## src/rtl/usb_xfer_pkg.sv

```systemverilog
// Package: shared PID encoding and the PID sequencing rule for the
// transfer tracker. Assumes 2-bit PID codes as listed in the brief.
package usb_xfer_pkg;

    typedef enum logic [1:0] {
        PID_DATA0 = 2'b00,
        PID_DATA1 = 2'b01,
        PID_DATA2 = 2'b10,
        PID_MSET  = 2'b11
    } pid_e;

    // Next PID after one successful packet.
    function automatic logic [1:0] pid_after(input logic [1:0] cur, input logic is_ctrl);
        logic [1:0] nxt;
        case (cur)
            PID_DATA0: nxt = PID_DATA1;
            PID_DATA1: nxt = PID_DATA0;
            PID_MSET:  nxt = is_ctrl ? PID_DATA1 : PID_DATA0;
            default:   nxt = PID_DATA0;
        endcase
        return nxt;
    endfunction

endpackage

```

## src/rtl/xfer_pid_seq.sv

```systemverilog
// Holds the data PID of the channel. Loads the software value on a
// control load, then steps it on each successful packet.
// Assumes load and adv are never high together (the top guarantees it).
module xfer_pid_seq
    import usb_xfer_pkg::*;
(
    input  logic       clk,
    input  logic       rst_n,
    input  logic       load,
    input  logic [1:0] load_pid,
    input  logic       adv,
    input  logic       is_ctrl,
    output logic [1:0] pid
);
    // PID register: load has priority, then step.
    always_ff @(posedge clk) begin
        if (!rst_n)    pid <= PID_DATA0;
        else if (load) pid <= load_pid;
        else if (adv)  pid <= pid_after(pid, is_ctrl);
    end
endmodule

```

## src/rtl/xfer_count.sv

```systemverilog
// Packet and byte counters of the transfer. The packet count steps down
// by one and the size by the packet's bytes; the size saturates at zero.
// Assumes adv only while the transfer is active with a nonzero count.
module xfer_count #(
    parameter int CNT_W   = 10,
    parameter int SIZE_W  = 19,
    parameter int BYTES_W = 11
) (
    input  logic               clk,
    input  logic               rst_n,
    input  logic               load,
    input  logic [CNT_W-1:0]   load_cnt,
    input  logic [SIZE_W-1:0]  load_size,
    input  logic               adv,
    input  logic [BYTES_W-1:0] bytes,
    output logic [CNT_W-1:0]   cnt,
    output logic [SIZE_W-1:0]  size,
    output logic               last
);
    localparam int WIDE = (SIZE_W > BYTES_W) ? SIZE_W : BYTES_W;

    logic [WIDE-1:0]   size_w, bytes_w;
    logic [SIZE_W-1:0] size_nxt;

    // Saturating byte subtraction.
    always_comb begin
        size_w   = WIDE'(size);
        bytes_w  = WIDE'(bytes);
        size_nxt = (bytes_w >= size_w) ? '0 : SIZE_W'(size_w - bytes_w);
    end

    assign last = (cnt == CNT_W'(1));

    // Counter registers.
    always_ff @(posedge clk) begin
        if (!rst_n) begin
            cnt  <= '0;
            size <= '0;
        end else if (load) begin
            cnt  <= load_cnt;
            size <= load_size;
        end else if (adv) begin
            cnt  <= cnt - CNT_W'(1);
            size <= size_nxt;
        end
    end
endmodule

```

## src/rtl/xfer_dma_ptr.sv

```systemverilog
// Buffer pointer: loaded by software, advanced by a fixed step per bus beat.
// Assumes the top gates beat with the active state.
module xfer_dma_ptr #(
    parameter int ADDR_W = 32,
    parameter int STEP   = 4
) (
    input  logic              clk,
    input  logic              rst_n,
    input  logic              load,
    input  logic [ADDR_W-1:0] load_addr,
    input  logic              beat,
    output logic [ADDR_W-1:0] addr
);
    // Pointer register.
    always_ff @(posedge clk) begin
        if (!rst_n)    addr <= '0;
        else if (load) addr <= load_addr;
        else if (beat) addr <= addr + ADDR_W'(STEP);
    end
endmodule

```

## src/rtl/usb_xfer_tracker.sv

```systemverilog
// Per-channel transfer tracker for a DMA-driven USB host channel.
// Accepts programming only while idle, tracks PID/count/size/pointer
// while busy, and raises a sticky completion flag. Assumes pkt_done,
// beat, ch_dis and int_clr are single-cycle pulses.
module usb_xfer_tracker #(
    parameter int CNT_W      = 10,
    parameter int SIZE_W     = 19,
    parameter int BYTES_W    = 11,
    parameter int ADDR_W     = 32,
    parameter int BEAT_BYTES = 4,
    localparam int CTL_W     = 3 + CNT_W + SIZE_W
) (
    input  logic               clk,
    input  logic               rst_n,
    input  logic               ctl_wr,
    input  logic [CTL_W-1:0]   ctl_word,
    input  logic               addr_wr,
    input  logic [ADDR_W-1:0]  addr_word,
    input  logic               ch_dis,
    input  logic               int_clr,
    input  logic               dir_in,
    input  logic               ch_ctrl,
    input  logic [BYTES_W-1:0] max_pkt,
    input  logic               pkt_done,
    input  logic               pkt_ok,
    input  logic [BYTES_W-1:0] pkt_bytes,
    input  logic               beat,
    output logic [1:0]         cur_pid,
    output logic               ping_req,
    output logic [CNT_W-1:0]   pkt_left,
    output logic [SIZE_W-1:0]  size_left,
    output logic [ADDR_W-1:0]  dma_addr,
    output logic               irq,
    output logic               busy
);
    localparam int PING_B = CTL_W - 1;
    localparam int PID_LO = CNT_W + SIZE_W;

    logic ctl_ld, addr_ld, adv, cnt_last, fin, ping_q;

    // Accept programming only while idle; step only on good packets while busy.
    assign ctl_ld  = ctl_wr & ~busy;
    assign addr_ld = addr_wr & ~busy;
    assign adv     = busy & pkt_done & pkt_ok;
    assign fin     = adv & (cnt_last | (dir_in & (pkt_bytes < max_pkt)));

    xfer_pid_seq u_pid (
        .clk(clk), .rst_n(rst_n), .load(ctl_ld),
        .load_pid(ctl_word[PID_LO +: 2]), .adv(adv),
        .is_ctrl(ch_ctrl), .pid(cur_pid)
    );

    xfer_count #(.CNT_W(CNT_W), .SIZE_W(SIZE_W), .BYTES_W(BYTES_W)) u_cnt (
        .clk(clk), .rst_n(rst_n), .load(ctl_ld),
        .load_cnt(ctl_word[SIZE_W +: CNT_W]), .load_size(ctl_word[SIZE_W-1:0]),
        .adv(adv), .bytes(pkt_bytes),
        .cnt(pkt_left), .size(size_left), .last(cnt_last)
    );

    xfer_dma_ptr #(.ADDR_W(ADDR_W), .STEP(BEAT_BYTES)) u_ptr (
        .clk(clk), .rst_n(rst_n), .load(addr_ld), .load_addr(addr_word),
        .beat(beat & busy), .addr(dma_addr)
    );

    // Busy flag: disable and completion end the transfer, a load starts it.
    always_ff @(posedge clk) begin
        if (!rst_n)      busy <= 1'b0;
        else if (ch_dis) busy <= 1'b0;
        else if (fin)    busy <= 1'b0;
        else if (ctl_ld) busy <= (ctl_word[SIZE_W +: CNT_W] != '0);
    end

    // Ping bit captured with the control word.
    always_ff @(posedge clk) begin
        if (!rst_n)      ping_q <= 1'b0;
        else if (ctl_ld) ping_q <= ctl_word[PING_B];
    end

    assign ping_req = ping_q & busy;

    // Sticky completion flag; a set wins over a clear.
    always_ff @(posedge clk) begin
        if (!rst_n)       irq <= 1'b0;
        else if (fin)     irq <= 1'b1;
        else if (int_clr) irq <= 1'b0;
    end
endmodule

```

## config.mk

```make
export PLATFORM = sky130hd
export DESIGN_NAME = usb_xfer_tracker
export DESIGN_NICKNAME = d
export VERILOG_FILES = /design/src/rtl/usb_xfer_pkg.sv /design/src/rtl/xfer_pid_seq.sv /design/src/rtl/xfer_count.sv /design/src/rtl/xfer_dma_ptr.sv /design/src/rtl/usb_xfer_tracker.sv
export SDC_FILE = /design/constraint.sdc
export NUM_CORES = 1
export LEC_CHECK = 0
export CORE_UTILIZATION = 35
export CTS_CLUSTER_DIAMETER = 50
export DETAILED_ROUTE_END_ITERATION = 10
export DONT_BUFFER_PORTS = 1
export HOLD_SLACK_MARGIN = 0.06
export PLACE_DENSITY_LB_ADDON = 0.3
export SYNTH_ARGS = -nofsm -noshare
export SYNTH_HDL_FRONTEND = slang
export SYNTH_SLANG_ARGS = --single-unit
```

## constraint.sdc

```tcl
create_clock -name clk -period 5.35 [get_ports clk]
set_input_delay 0 -clock clk [delete_from_list [all_inputs] [get_ports clk]]
set_output_delay 0 -clock clk [all_outputs]
set_load 0.1 [all_outputs]
```

==> metrics.cfg, run 1 <==
[layout]
mostFrequentLayoutCells = dlygate4sd3_1 (72), dfxtp_1 (66), nand2_1 (51), a21oi_1 (50), nor2_1 (42)
post-route-util = 0.464
layout_commonest_cell = dlygate4sd3_1
stdcell_area_mm2 = 0.00534
diodes = 0
nNetsFinal = 729
fillers = 1141
seq_area_mm2 = 0.00132
multi_input_area_mm2 = 0.00265
syn2layout_area_growth_pct = 27.9
drive_gt1_frac = 0.0574

[detailed_routing]
drtIter0Drc = 353
via_count = 4311
firstDrtPassIters = 8
drc = 16
vias_per_cell = 5.73
ant_nets = 0
wl_um = 13100
wire_per_inst_um = 17.4

[critical_path]
cp_slowest_cell = dfxtp_1
path_max_fanout = 14
crit_path_start_kind = flop
worstSetupPathType = flop to flop
r2r_slack_ns = 1.70
crit_required_ns = 5.57
arrival_ns = 3.87
end_kind = flop
path_cells = ha_1 -> a21o_1 -> or3_1 -> o211a_1 -> nor2_2 -> a31oi_2 -> nand2b_1 -> a31oi_1 -> dlygate4sd3_1
max_stage_delay_ns = 1.00

[global_route]
grt_pass1_wl_um = 21400
gr-total-overflow = 0
antenna_found_initial = 0
grt_pass1_vias = 4281
grt_start_max_net_pins = 56
grt_usage = 0.217

[clocking]
cts_setup_buffers = 0
cts_tree = built
cts_root_buffer = clkbuf_16
cts_inserted_buffers = 9
cts_buffer_depth = 2
cts_hold_buf = 72
cts.clk_slew.worst_paths_ns = 0.06
clock_latency_ns = 0.34
htreeDepth = 3
clock-sinks = 66
postCtsResizedCells = 0

[sta]
setup_tns_ns = 0
skew_ns = 0.00739
min_period_ns = 3.65
finalMaxSlewViolations = 0
finalCritPeriodShare = 0.682
fin_hold_ws_ns = 0.0745
rsz0062_at_grt = no
setup_ws_ns = 1.70
setup_viol_count_final = 0
final_hold_viol_count = 0
fmaxAchievable_mhz = 274
relSlewSlack = 0.140
tightest_slew_ns = 1.29

[die]
die_w_um = 111
dieArea_mm2 = 0.0124
num_rows = 39
die_y_um = 111
coreArea_mm2 = 0.0115
initial_core_util = 0.363
ioPinCount = 163

[min_path]
hold_path.class = input port to flop

[place]
dp_hpwl_um = 8950
place_area_mm2 = 0.00433
gp_congestion = 0.892
pre_cts_ws_ns = 2.20
portBuffers = 0

[logic_synthesis]
yosysSeqAreaShare = 0.316
syn-cell-area_mm2 = 0.00418
synth_edf_count = 0
synthFlopType = dfxtp_1
synthCells = 537
synth_nets = 661
ys_types = 56
syn_area_per_cell_um2 = 7.78
async_flop_share = 0
ys_ff_latch = 66
synth_warnings = 0

[run_status]
violations = design-rule violations
outcome = finished with violations

[run]
max_cap_viol_count = 0

[pwr]
ir_worst_vdd_v = 0.000165
p_per_area_mw_per_mm2 = 316
leakage_uw = 0.00211

logic make-up (layout without fill, tap and decap cells):
logic type,count (synthesis),after routing,share of synthesized area
and+or+nand+nor,207,207,0.250
AOI/OAI and AO/OA,143,143,0.217
adders and majority gates,27,27,0.0827
muxes,1,1,0.00240
buffers and inverters,55,128,0.0512
xor gates and xnor gates,38,38,0.0797
DFF,66,66,0.316
per-layer routing:
metal	vias to the layer above	part of all wire	global-route usage
li1	2077	-	-
met3	28	0.069	0.0508
met2	184	0.46	0.363
met1	2022	0.44	0.265
met5	-	0	0
met4	0	0.024	0.0937
area by class of cell:
class,count,share of cell area
sequential,66,0.247
timing repair buffer,81,0.148
clock inverter,5,0.00703
clock buffer,11,0.0473
tap,143,0.0335
multi-input combinational,416,0.495
inverter,31,0.0218
worst max-delay path: cells and delay by family, from the launching register on:
kind            cells  cell delay (ns)
buf+inv             1             0.58
simple gates        3             0.68
fa+ha+maj           1             0.42
compound gates      4             0.85
flops               1             1.00
synthesized netlist by cell type, types with 2 or more instances:
cell | n | area share
o21a_1 | 3 | 0.0054
nor4_1 | 4 | 0.0060
o21ai_1 | 3 | 0.0036
and3_1 | 11 | 0.016
inv_1 | 31 | 0.028
nand3b_1 | 2 | 0.0036
a31oi_1 | 14 | 0.021
o31ai_1 | 2 | 0.0036
dfxtp_1 | 66 | 0.32
a211oi_1 | 15 | 0.027
o21ai_0 | 25 | 0.030
nor3b_1 | 2 | 0.0036
and4_1 | 3 | 0.0063
ha_1 | 26 | 0.078
nor3_2 | 3 | 0.0072
a221oi_1 | 2 | 0.0042
or4_1 | 2 | 0.0036
and2_1 | 4 | 0.0060
nor2_1 | 42 | 0.038
xor2_1 | 21 | 0.044
o32ai_1 | 4 | 0.0084
a311oi_1 | 4 | 0.0084
or3_1 | 3 | 0.0045
nor3_1 | 15 | 0.018
o211ai_1 | 5 | 0.0090
nand3_1 | 32 | 0.038
o311ai_0 | 2 | 0.0042
xnor2_1 | 17 | 0.036
nand2b_1 | 12 | 0.018
nand2_1 | 51 | 0.046
nor2b_1 | 4 | 0.0060
buf_4 | 2 | 0.0036
clkbuf_1 | 22 | 0.020
a21o_1 | 4 | 0.0072
nand4_1 | 9 | 0.013
a21oi_1 | 50 | 0.060
per-stage QoR:
step / instances / total power [uW]
finish: 753 / 1690
global route: 753 / 1760
CTS: 753 / 1700
detailed placement: 665 / 1070
global placement: 665 / 1060
floorplan: 537 / 1010
sequential cells by signal (all words and copies together) (netlist names):
register / count
busy: 1
irq: 1
ping_q: 1
u_cnt.cnt: 10
u_cnt.size: 19
u_pid.pid: 2
u_ptr.addr: 32
report_power, final:
group	internal [uW]	total (uW)	switching (uW)
combinational	135	310	176
clock	341	579	239
sequential	527	798	270
path summary, 6_finish.rpt:
kind,startpoint,cells after the start,end
max reg2reg,u_cnt.size[4],9,u_cnt.size[0]
min,ch_ctrl,4,u_pid.pid[0]
min reg2reg,ping_q,2,ping_q
max,u_cnt.size[4],9,u_cnt.size[0]
No activity file was read; power rests on OpenSTA's default activity.
==> run 2: changes to the inputs <==
Settings changed: ABC_AREA from default to 1.
Clock period 5.35 ns to 3.3 ns, I/O delays scaled along.
==> metrics.cfg, run 2 <==
[logic_synthesis]
synth_top_area_share = 0.250  ; -0.0666
synth_xor_xnor_area_share = 0.0215  ; -0.0582
netlist_top_cells_area = dfxtp_1 (25%), nand2_1 (17%), inv_1 (8.8%), nor2_1 (6.4%), ha_1 (6.2%)
synthFlopType = dfxtp_1
synth_warnings = 0  ; unchanged
synth_common_cells = nand2_1 (235), inv_1 (124), nor2_1 (90)
async_flop_share = 0  ; unchanged
synth_compound_area_frac = 0.164  ; -0.0533
synth_nets = 990  ; +50%
synthMostInstantiatedCell = nand2_1
synthAdderAreaFrac = 0.0653  ; -0.0174
synth_edf_count = 0  ; unchanged
yosysSeqAreaShare = 0.250  ; -0.0666
synth_top_family_by_area = simple AND/OR/NAND/NOR gates
ys_types = 44  ; -21%
synthMuxAreaShare = 0  ; -0.00240
syn_area_per_cell_um2 = 6.11  ; -21%
synth_largest_area_cell = dfxtp_1
synthCells = 866  ; +61%
synthSimpleGateAreaFrac = 0.375  ; +0.125
syn-cell-area_mm2 = 0.00529  ; +27%
ys_ff_latch = 66  ; unchanged

[sta]
min_period_ns = 2.75  ; -0.899 ns
skew_ns = 0.00779  ; +0.000401 ns
fmaxAchievable_mhz = 364  ; +33%
setup_tns_ns = 0  ; unchanged
rsz0062_at_grt = no
relSlewSlack = 0.263  ; +0.123
finalMaxSlewViolations = 0  ; unchanged
final_hold_viol_count = 0  ; unchanged
finalCritPeriodShare = 0.833  ; +0.151
setup_viol_count_final = 0  ; unchanged
tightest_slew_ns = 1.10  ; -0.187 ns

[pwr]
netSwitchingPower_uw = 1230  ; +80%
clockPowerShare = 0.354  ; +0.011
p_per_area_mw_per_mm2 = 443  ; +40%
combPwrFrac = 0.351  ; +0.167
leakage_uw = 0.00312  ; +48%
ir_worst_vdd_v = 0.000241  ; +47%
swShare = 0.401  ; -0.00428
p_int_uw = 1840  ; +83%
seqPwrFrac = 0.295  ; -0.178
p_total_uw = 3070  ; +82%

[clocking]
cts.clk_slew.worst_paths_ns = 0.06  ; about the same
cts_buffer_depth = 2  ; unchanged
cts_tree = built
htreeDepth = 3  ; unchanged
clock-sinks = 66  ; unchanged
cts_inserted_buffers = 9  ; unchanged
cts_root_buffer = clkbuf_16
clock_latency_ns = 0.34  ; about the same
cts_setup_buffers = 0  ; unchanged

[detailed_routing]
vias_per_cell = 4.97  ; -13%
drc = 24  ; +8
firstDrtPassIters = 8  ; unchanged
drtIter0Drc = 433  ; +23%
ant_nets = 0  ; unchanged
wl_um = 17300  ; +32%
via_count = 5866  ; +36%
wire_per_inst_um = 14.7  ; -15%

[critical_path]
reg2regPathDepth = 9  ; unchanged
crit_required_ns = 3.54  ; -2.03 ns
arrival_ns = 2.99  ; -0.88 ns
r2r_slack_ns = 0.55  ; -1.15 ns
end_kind = flop
r2r_start = busy
r2r_end = u_cnt.cnt[2]
crit_path_start_kind = flop
path_max_fanout = 20  ; +6
worstSetupPathType = flop to flop

[layout]
regMostFlops = u_ptr.addr
drive_gt1_frac = 0.138  ; +0.0803
nNetsFinal = 1114  ; +53%
mostFrequentLayoutCells = nand2_1 (235), inv_1 (123), nor2_1 (90), dlygate4sd3_1 (72), buf_4 (67)
syn2layout_area_growth_pct = 31.0
largest_reg_flops = 32  ; unchanged
top_regs = u_ptr.addr x32, u_cnt.size x19, u_cnt.cnt x10
fillers = 1549  ; +36%
finalNonFillerCells = 1180  ; +57%
layout_commonest_cell = nand2_1

[place]
dp_hpwl_um = 12700  ; +42%
dpl.cell_count = 1091  ; +64%
gp_congestion = 0.946  ; +6.0%
portBuffers = 0  ; unchanged

[die]
die_y_um = 125  ; +12%
die_w_um = 125  ; +12%
num_rows = 44  ; +13%
dieArea_mm2 = 0.0156  ; +26%
initial_core_util = 0.361  ; -0.00140
ioPinCount = 163  ; unchanged
coreArea_mm2 = 0.0146  ; +27%

[run_status]
violations = design-rule violations
outcome = finished with violations

[global_route]
gr-total-overflow = 0  ; unchanged
antenna_found_initial = 1  ; +1
grt_usage = 0.226  ; +0.00950
grt_pass1_vias = 5713  ; +33%
grt_pass1_wl_um = 28300  ; +32%
grt_start_max_net_pins = 50  ; -11%

[min_path]
hold_path.class = input port to flop
hold_depth = 3  ; -1
worstHoldStart = pkt_bytes[1]
whs_endpoint = u_cnt.size[1]

[run]
max_cap_viol_count = 0  ; unchanged

==> run 2: repair_timing <==
action / 4_1_cts / 5_1_grt
resized for setup: 0 / 0
hold buffers: 72 / 0
endpoints found under the hold margin: 66 / 0
==> run 2: final cells by class <==
type / count / area [um2] / area share
sequential: 66 / 1320 / 0.191
inverter: 135 / 509 / 0.0735
multi-input combinational: 639 / 3310 / 0.478
timing repair buffer: 139 / 1220 / 0.177
clock buffer: 10 / 239 / 0.0345
tap: 184 / 230 / 0.0332
clock inverter: 6 / 88.8 / 0.0128
antenna: 1 / 2.50 / 0.000361
==> run 2: per-layer routing <==
layer  vias up  share of wire  global-route usage
met4         0          0.017              0.0760
met1      2639           0.44               0.265
li1       3042              -                   -
met2       163           0.48               0.402
met3        22          0.064              0.0563
met5         -              0                   0
==> run 2: metrics by stage <==
stage	cell area (um2)	utilization	hold WS [ns]	worst slack (ns)
floorplan	5290	-	0.148	0.836
global placement	5880	0.401	0.103	1.04
detailed placement	5880	0.401	0.106	0.996
CTS	6920	0.473	0.0673	0.564
global route	6930	0.473	0.111	0.415
finish	6930	0.473	0.0788	0.550
==> run 2: worst max path at each step <==
stage                             start              to  slack, ns  cells past startpoint
after floorplan           u_cnt.size[0]  u_cnt.size[12]       0.84                     13
after global placement             busy   u_cnt.size[7]       1.04                      7
after detailed placement           busy   u_cnt.size[8]        1.0                      7
after CTS                          busy    u_cnt.cnt[2]       0.56                      9
after global routing               busy    u_cnt.cnt[2]       0.41                      9
final                              busy    u_cnt.cnt[2]       0.55                      9
==> run 2: kinds of logic (layout without fill, tap and decap cells) <==
family,after synthesis,after routing
xor+xnor,13,13
other cells,0,1
flops,66,66
buf+inv,161,290
simple gates,457,457
compound gates,142,142
fa+ha+maj,27,27
==> run 2: critical path: stages, from the launching register on <==
cell           delay [ns]
dfxtp_1              0.33
buf_4                0.32
nand3_2              0.19
nand2_1              0.39
inv_1                0.48
nand2_1              0.16
o221ai_1             0.12
nand2_1              0.07
dlygate4sd3_1        0.55
inv_1                0.04
==> run 2: power groups by stage <==
stage               combinational, uW  sequential [uW]  clock [uW]
floorplan                         417             1310           0
global placement                  993              919           0
detailed placement                999              920           0
CTS                              1080              902        1110
global route                     1170              909        1130
finish                           1080              904        1090
